## src/rtl/lowtran_pkg.sv

```systemverilog
package lowtran_pkg;
    localparam int unsigned DEF_N = 8;
    localparam int unsigned DEF_M = 4;
    localparam logic [DEF_N-1:0] DEF_TAPS = 8'b1011_1000;
    localparam logic [DEF_N-1:0] DEF_SEED_VAL = 8'hE1;

    typedef enum logic [1:0] {
        ST_HOLD = 2'd0,
        ST_RUN  = 2'd1,
        ST_LOAD = 2'd2
    } step_e;
endpackage

```

## src/rtl/lt_step_counter.sv

```systemverilog
module lt_step_counter
    import lowtran_pkg::*;
#(
    parameter int unsigned M = DEF_M
) (
    input  logic         clk_i,
    input  logic         rst_i,
    input  step_e        step_i,
    output logic [M-1:0] cnt_o,
    output logic         zero_o
);
    logic [M-1:0] cnt_q;

    always_ff @(posedge clk_i) begin
        if (rst_i) begin
            cnt_q <= '0;
        end else begin
            case (step_i)
                ST_LOAD: cnt_q <= '0;
                ST_RUN:  cnt_q <= cnt_q + 1'b1;
                default: cnt_q <= cnt_q;
            endcase
        end
    end

    assign cnt_o  = cnt_q;
    assign zero_o = ~|cnt_q;

    // the counter steps by one on a run edge
    a_r5_count_step: assert property (@(posedge clk_i) disable iff (rst_i)
        step_i == ST_RUN |=> cnt_q == M'($past(cnt_q) + 1'b1));
    // a load clears the counter
    a_r7_load_clears: assert property (@(posedge clk_i) disable iff (rst_i)
        step_i == ST_LOAD |=> cnt_q == '0);
endmodule

```

## src/rtl/lt_seed_lfsr.sv

```systemverilog
module lt_seed_lfsr
    import lowtran_pkg::*;
#(
    parameter int unsigned N = DEF_N,
    parameter logic [N-1:0] TAPS = DEF_TAPS,
    parameter logic [N-1:0] DEF_SEED = DEF_SEED_VAL
) (
    input  logic         clk_i,
    input  logic         rst_i,
    input  step_e        step_i,
    input  logic         adv_i,
    input  logic [N-1:0] seed_i,
    output logic [N-1:0] seed_o
);
    logic [N-1:0] seed_q;
    logic         fb;

    assign fb = ^(seed_q & TAPS);

    always_ff @(posedge clk_i) begin
        if (rst_i) begin
            seed_q <= DEF_SEED;
        end else if (step_i == ST_LOAD) begin
            seed_q <= (seed_i == '0) ? DEF_SEED : seed_i;
        end else if (step_i == ST_RUN && adv_i) begin
            seed_q <= {seed_q[N-2:0], fb};
        end
    end

    assign seed_o = seed_q;

    // the seed holds unless a run edge sees a zero counter
    a_r5_seed_hold: assert property (@(posedge clk_i) disable iff (rst_i)
        (step_i == ST_HOLD) || (step_i == ST_RUN && !adv_i) |=> $stable(seed_q));
    // a zero seed is replaced by the default
    a_r7_zero_subst: assert property (@(posedge clk_i) disable iff (rst_i)
        (step_i == ST_LOAD && seed_i == '0) |=> seed_q == DEF_SEED);
    // the seed is never zero
    a_r9_nonzero: assert property (@(posedge clk_i) disable iff (rst_i)
        seed_q != '0);
endmodule

```

## src/rtl/lt_gray_mix.sv

```systemverilog
module lt_gray_mix #(
    parameter int unsigned N = 8,
    parameter int unsigned M = 4
) (
    input  logic [N-1:0] seed_i,
    input  logic [M-1:0] cnt_i,
    output logic [N-1:0] mix_o
);
    logic [M-1:0] gray;

    assign gray = cnt_i ^ (cnt_i >> 1);

    generate
        if (N == M) begin : g_full
            assign mix_o = seed_i ^ gray;
        end else begin : g_part
            assign mix_o = {seed_i[N-1:M], seed_i[M-1:0] ^ gray};
        end
    endgenerate
endmodule

```

## src/rtl/low_transition_tpg.sv

```systemverilog
module low_transition_tpg
    import lowtran_pkg::*;
#(
    parameter int unsigned N = DEF_N,
    parameter int unsigned M = DEF_M,
    parameter logic [N-1:0] TAPS = DEF_TAPS,
    parameter logic [N-1:0] DEF_SEED = DEF_SEED_VAL
) (
    input  logic         clk_i,
    input  logic         rst_i,
    input  logic         en_i,
    input  logic         load_i,
    input  logic [N-1:0] seed_i,
    output logic [N-1:0] pattern_o,
    output logic         valid_o
);
    step_e        step;
    logic [M-1:0] cnt;
    logic         cnt_zero;
    logic [N-1:0] seed;
    logic [N-1:0] mix;
    logic [N-1:0] pat_q;
    logic         vld_q;

    always_comb begin
        if (load_i)    step = ST_LOAD;
        else if (en_i) step = ST_RUN;
        else           step = ST_HOLD;
    end

    lt_step_counter #(.M(M)) u_cnt (
        .clk_i (clk_i),
        .rst_i (rst_i),
        .step_i(step),
        .cnt_o (cnt),
        .zero_o(cnt_zero)
    );

    lt_seed_lfsr #(.N(N), .TAPS(TAPS), .DEF_SEED(DEF_SEED)) u_lfsr (
        .clk_i (clk_i),
        .rst_i (rst_i),
        .step_i(step),
        .adv_i (cnt_zero),
        .seed_i(seed_i),
        .seed_o(seed)
    );

    lt_gray_mix #(.N(N), .M(M)) u_mix (
        .seed_i(seed),
        .cnt_i (cnt),
        .mix_o (mix)
    );

    always_ff @(posedge clk_i) begin
        if (rst_i) begin
            pat_q <= '0;
            vld_q <= 1'b0;
        end else begin
            vld_q <= (step == ST_RUN);
            if (step == ST_RUN) pat_q <= mix;
        end
    end

    assign pattern_o = pat_q;
    assign valid_o   = vld_q;

    // an enabled, non-load edge yields a valid pulse
    a_r2_valid_on_run: assert property (@(posedge clk_i) disable iff (rst_i)
        (en_i && !load_i) |=> valid_o);
    // any other edge gives no pulse and leaves the pattern unchanged
    a_r2_idle_hold: assert property (@(posedge clk_i) disable iff (rst_i)
        !(en_i && !load_i) |=> (!valid_o && $stable(pattern_o)));
    // within one seed, back-to-back patterns differ in one bit
    a_r6_one_bit: assert property (@(posedge clk_i) disable iff (rst_i)
        (en_i && !load_i && valid_o && cnt != M'(1)) |=>
        $countones(pattern_o ^ $past(pattern_o)) == 1);
endmodule

```

## config.mk

```make
export PLATFORM = sky130hd
export DESIGN_NAME = low_transition_tpg
export DESIGN_NICKNAME = d
export VERILOG_FILES = /design/src/rtl/lowtran_pkg.sv /design/src/rtl/lt_step_counter.sv /design/src/rtl/lt_seed_lfsr.sv /design/src/rtl/lt_gray_mix.sv /design/src/rtl/low_transition_tpg.sv
export SDC_FILE = /design/constraint.sdc
export NUM_CORES = 1
export LEC_CHECK = 0
export ABC_AREA = 1
export BUFFER_PORTS_ARGS = -buffer_cell sky130_fd_sc_hd__buf_4
export CAP_MARGIN = 20
export CORE_MARGIN = 1
export CORE_UTILIZATION = 50
export CTS_CLUSTER_SIZE = 12
export DETAILED_ROUTE_END_ITERATION = 12
export PLACE_DENSITY_LB_ADDON = 0.08
export RECOVER_POWER = 100
export SYNTH_ARGS = -nofsm -noshare
export SYNTH_HDL_FRONTEND = slang
export SYNTH_SLANG_ARGS = --single-unit
```

## constraint.sdc

```tcl
create_clock -name clk_i -period 3.4 [get_ports clk_i]
set_clock_uncertainty 0.2 [all_clocks]
set_input_delay 0.34 -clock clk_i [delete_from_list [all_inputs] [get_ports clk_i]]
set_output_delay 0.34 -clock clk_i [all_outputs]
set_load 0.02 [all_outputs]
```

## Yosys cells after proc, flatten, opt, wreduce, memory -nomap -nowiden

Index checks and enable logic that the tools add are counted.

| word-level totals | value |
|---|---|
| output and inout port bits | 9 |
| register bits after elaboration | 21 |
| input bits | 12 |
| logic and storage cells | 22 |

| cells by class | value |
|---|---|
| add/sub/neg operators | 1 |
| reductions and logical operators | 7 |
| mux-type cells | 6 |
| bitwise gates (word level) | 2 |
| equality and inequality tests | 2 |

Operator list:

| kind | count |
|---|---|
| 8-bit 2-to-1 mux | 3 |
| 8-bit logical NOT | 1 |
| 4-bit case mux with 2 select lines | 1 |
| 8-bit parity | 1 |
| 4-bit by 1-bit adder with 4-bit output (second input constant) | 1 |
| 2-bit nonzero test | 2 |
| 4-bit OR reduction | 1 |
| 4-bit by 3-bit bitwise XOR with 4-bit output | 1 |
| 4-bit bitwise XOR | 1 |
| 2-bit by 1-bit equality test with 1-bit output (second input constant) | 1 |
| 2-bit equality test (second input constant) | 1 |
| 2-bit 2-to-1 mux | 1 |
| 1-bit logical AND | 1 |
| 1-bit logical NOT | 1 |
| 1-bit 2-to-1 mux | 1 |

## Logic depth before layout (Yosys ltp)

| logic depth | value |
|---|---|
| depth after elaboration | 6 |
| depth in mapped cells | 7 |
| gate-level depth less buffers | 7 |

## By module

From an unflattened synthesis, not the netlist that was laid out.

| second synthesis, totals | value |
|---|---|
| cells, all modules | 199 |
| area, all modules | 1229.9 µm² |

By module, submodules not included:

| module | seq. area each (µm²) | instances | cells each | area an instance (µm²) |
|---|---|---|---|---|
| lt_seed_lfsr | 160.2 | 1 | 81 | 481.7 |
| low_transition_tpg | 180.2 | 1 | 55 | 379.1 |
| lt_step_counter | 80.1 | 1 | 33 | 232.7 |
| lt_gray_mix | 0.0 | 1 | 30 | 136.4 |

## Worst setup path after synthesis

Ideal clock, no wire load.

| path | value |
|---|---|
| kind | register -> register |
| start point | register u_cnt.cnt_q[0] (netlist: u_cnt.cnt_o[0]) |
| end point | register u_lfsr.seed_q[0] (netlist: u_lfsr.seed_o[0]) |
| buffers on the path | 0 |
| required time | 3.087 ns |
| period minus slack after synthesis | 1.356 ns |
| stages on the path, launching flop included | 8 |
| arrival time | 1.043 ns |
| setup time | 0.113 ns |
| path slack | 2.044 ns |
| path through | dfxtp_1 -> inv_1 -> ha_1 -> nand2_1 -> o21ai_4 -> inv_2 -> a21oi_2 -> nand2_1 |

| between the ends | value |
|---|---|
| longest elaborated chain between the ends | 4 |

Ends and longest elaborated chain:

| element | RTL line | RTL |
|---|---|---|
| from (decl) | lt_step_counter.sv:12 | `logic [M-1:0] cnt_q;` |
| from (signal assigned) | lt_step_counter.sv:20 | `ST_RUN: cnt_q <= cnt_q + 1'b1;` |
| from (signal assigned) | lt_step_counter.sv:21 | `default: cnt_q <= cnt_q;` |
| 4-bit OR reduction | lt_step_counter.sv:27 | `assign zero_o = ~\|cnt_q;` |
| 1-bit logical NOT | lt_step_counter.sv:27 |  |
| 1-bit logical AND | lt_seed_lfsr.sv:25 | `end else if (step_i == ST_RUN && adv_i) begin` |
| 2-bit nonzero test (no source line) | -- |  |
| to (signal assigned) | lt_seed_lfsr.sv:24 | `seed_q <= (seed_i == '0) ? DEF_SEED : seed_i;` |
| to (signal assigned) | lt_seed_lfsr.sv:26 | `seed_q <= {seed_q[N-2:0], fb};` |
| to (decl) | lt_seed_lfsr.sv:15 | `logic [N-1:0] seed_q;` |

No other way between the ends.
A chain may end at the register's enable or synchronous reset.

## Worst setup path after layout

| path | value |
|---|---|
| start point | register u_cnt.cnt_q[0] (netlist: u_cnt.cnt_o[0]) |
| end point | register u_lfsr.seed_q[6] (netlist: u_lfsr.seed_o[6]) |

The elaborated chain is that of the path after synthesis.

==> metrics.txt <==
Slew Limit Fails=0; Crit path required time=about 3.4 ns; status=finished, final reports clean; drt first-iter violations=33; EDFF count, synth=0; Fin. Hold Viols=0; critical-path cell list=inv_1, ha_1, nand2_1, o21ai_0, clkinv_1, nand2_1, nand3_1; yosys warns=0; Fin Setup TNS=0 ns; # resized after CTS=0; CTS tree=yes; cts bufs inserted=3; CP Max Fanout=10; Seq/Total Area, Yosys=about 41%; syn nets=154; post-synth design cell area=around 1000 µm²; IO Count=21; Detail Placement HPWL=~1600 µm; drt total wl=a little over 2000 µm; die height=47.1 µm; GP Congestion=0.829; core area=approximately 1800 µm²; vias per cell=5.07; CP max stage cell=o21ai_0; Total Die Area=2220 µm²; Top cell by count, worst path=nand2_1; CP arrival=2.26 ns; WS Path Type=reg -> reg; hold-fix buffers at CTS=0; wire per inst=around 11 µm; Worst setup SP type=flip-flop; initial antenna violation count=0; GRT Overall Usage=22.0%; PD cells=428 nW/µm²; f_max=approximately 440 MHz; antenna-violating nets left=0; Synth cell types=18; flops & latches, synth=21; largest net degree at the start of global routing=20; Syn-to-layout area delta=12.4%; Sw Ratio=between 30% and 40%; Worst-path clk slew=roughly 0.13 ns; Root Buffer=clkbuf_4; Period minus WS final=approximately 2.3 ns; combinational power share=~18%; aggregate global routing overflow=0; Reg power frac=56.7%; Syn Area/Cell=approximately 7.4 µm²; n_diodes=0; critical path endpoint category=flip-flop; Primary FF master, synth=dfxtp_1; layout cells sized above 1=10.7%; Setup-failing EPs final=0; CP max stage delay=approximately 0.73 ns; Clk network pwr share=25.2%; CTS H-tree depth=1; worst slew pin tran=1.02 ns; Yosys top cell area share=41.4%; DR pass1 iterations=4; port buffer count=20; vias in the first global route=837; RSZ-0062 raised after global routing=no; final cycle utilization of the critical path=between 60 and 70%; placed instance area=about 1200 µm²; clock sink count=21; Via Count=between 900 and 1k; Post-synth top cells=30 x nand2_1, 21 x dfxtp_1, 18 x nor2_1; ranking of synthesized cells by area=dfxtp_1 41%, nand2_1 11%, o21ai_0 8.4%; P_sw=~150 µW; CTS Buffer Depth=2; Initial Util=a little under three fifths; row cnt=15; final core utilization=about 63%; first-pass GRT wire length=roughly 3400 µm; Chip Width=47.1 µm; Syn Inst Count=138; nets@finish=176; Post-Layout Inst Area=1140 µm²; MaxCap Viol Count=0; Lkg Pwr=0.000507 µW; IR drop worst, VDD=~0.00030 V; Int Power=around 340 µW; most frequent cell after synthesis=nand2_1; cell taking the most area after synthesis=dfxtp_1; Post-CTS Setup Bufs=0; Hold Path Class=in -> reg; slew margin rel.=roughly a third; worst-skew pair later-pin latency=0.32 ns; DRC errors left=0; asr flop ratio synth=0%
[layer usage]
| layer | vias up | GRT usage (%) | share of wire, % |
|---|---|---|---|
| li1 | 495 | - | - |
| met1 | 411 | 28.1 | 49 |
| met2 | 22 | 36.4 | 46 |
| met3 | 4 | 3.46 | 3.3 |
| met4 | 0 | 10.3 | 1.6 |
| met5 | - | 0 | 0 |
[layout by cell type (no fill, tap or decap)]
| master | count |
|---|---|
| nand2_1 | 30 |
| dfxtp_1 | 21 |
| nor2_1 | 19 |
| o21ai_0 | 18 |
| inv_1 | 11 |
| buf_4 | 10 |
| clkbuf_1 | 10 |
| nand3_1 | 9 |
| a21oi_1 | 9 |
| a31oi_1 | 4 |
| xnor2_1 | 4 |
| ha_1 | 4 |
| clkbuf_4 | 3 |
| inv_2 | 2 |
| a211oi_1 | 2 |
| clkinv_1 | 1 |
| a21oi_2 | 1 |
| clkinv_2 | 1 |
[registers in the layout (all words and copies together), names as in the netlist]
signal and count:
valid_o 1, u_lfsr.seed_o 8, pattern_o 8, u_cnt.cnt_o 4
[area by class of cell]
class                      instances  area, µm²
clock buffer                       3       22.5
clock inverter                     1       5.00
fill                             186        678
inverter                          14       52.6
multi-input combinational        100        498
sequential                        21        420
tap                               25       31.3
timing repair buffer              20        113
[final timing paths]
kind / start / end / slack [ns] / depth (start not counted)
worst max-delay path: u_cnt.cnt_o[0] / u_lfsr.seed_o[6] / 1.15 / 7
worst min-delay path: en_i / u_cnt.cnt_o[2] / 0.06 / 2
worst max register to register: u_cnt.cnt_o[0] / u_lfsr.seed_o[6] / 1.15 / 7
worst min register to register: pattern_o[6] / pattern_o[6] / 0.30 / 2
[power by group through the flow]
stage	clock network, µW	logic [µW]	registers [µW]
after floorplan	0	58.0	288
after global placement	0	95.8	282
after detailed placement	0	97.5	283
after CTS	125	97.8	277
after global routing	139	101	280
final	123	88.5	278
[per-stage QoR]
stage | setup slack, ns | instances | hold slack, ns | total power [µW]
floorplan | 2.04 | 138 | 0.238 | 346
global placement | 1.93 | 180 | 0.271 | 378
detailed placement | 1.92 | 180 | 0.288 | 380
CTS | 1.91 | 184 | 0.0536 | 500
global route | 0.891 | 184 | 0.0505 | 520
finish | 1.15 | 184 | 0.0551 | 489
[cell families after synthesis]
kind of cell	synth area share (%)
AOI/OAI and AO/OA	19.2
xor gates and xnor gates	3.45
adders and majority gates	4.93
buffers and inverters	7.76
DFF	41.4
and+or+nand+nor	23.3
[worst max-delay path: cells and delay by family (launching register included)]
family | cells | cell delay (ns)
AO/OA/AOI/OAI | 1 | 0.73
buffers and inverters | 2 | 0.44
flip-flops | 1 | 0.34
AND/OR/NAND/NOR | 3 | 0.29
adder cells (fa/ha/maj) | 1 | 0.15
Power figures use the tool's default switching activity.
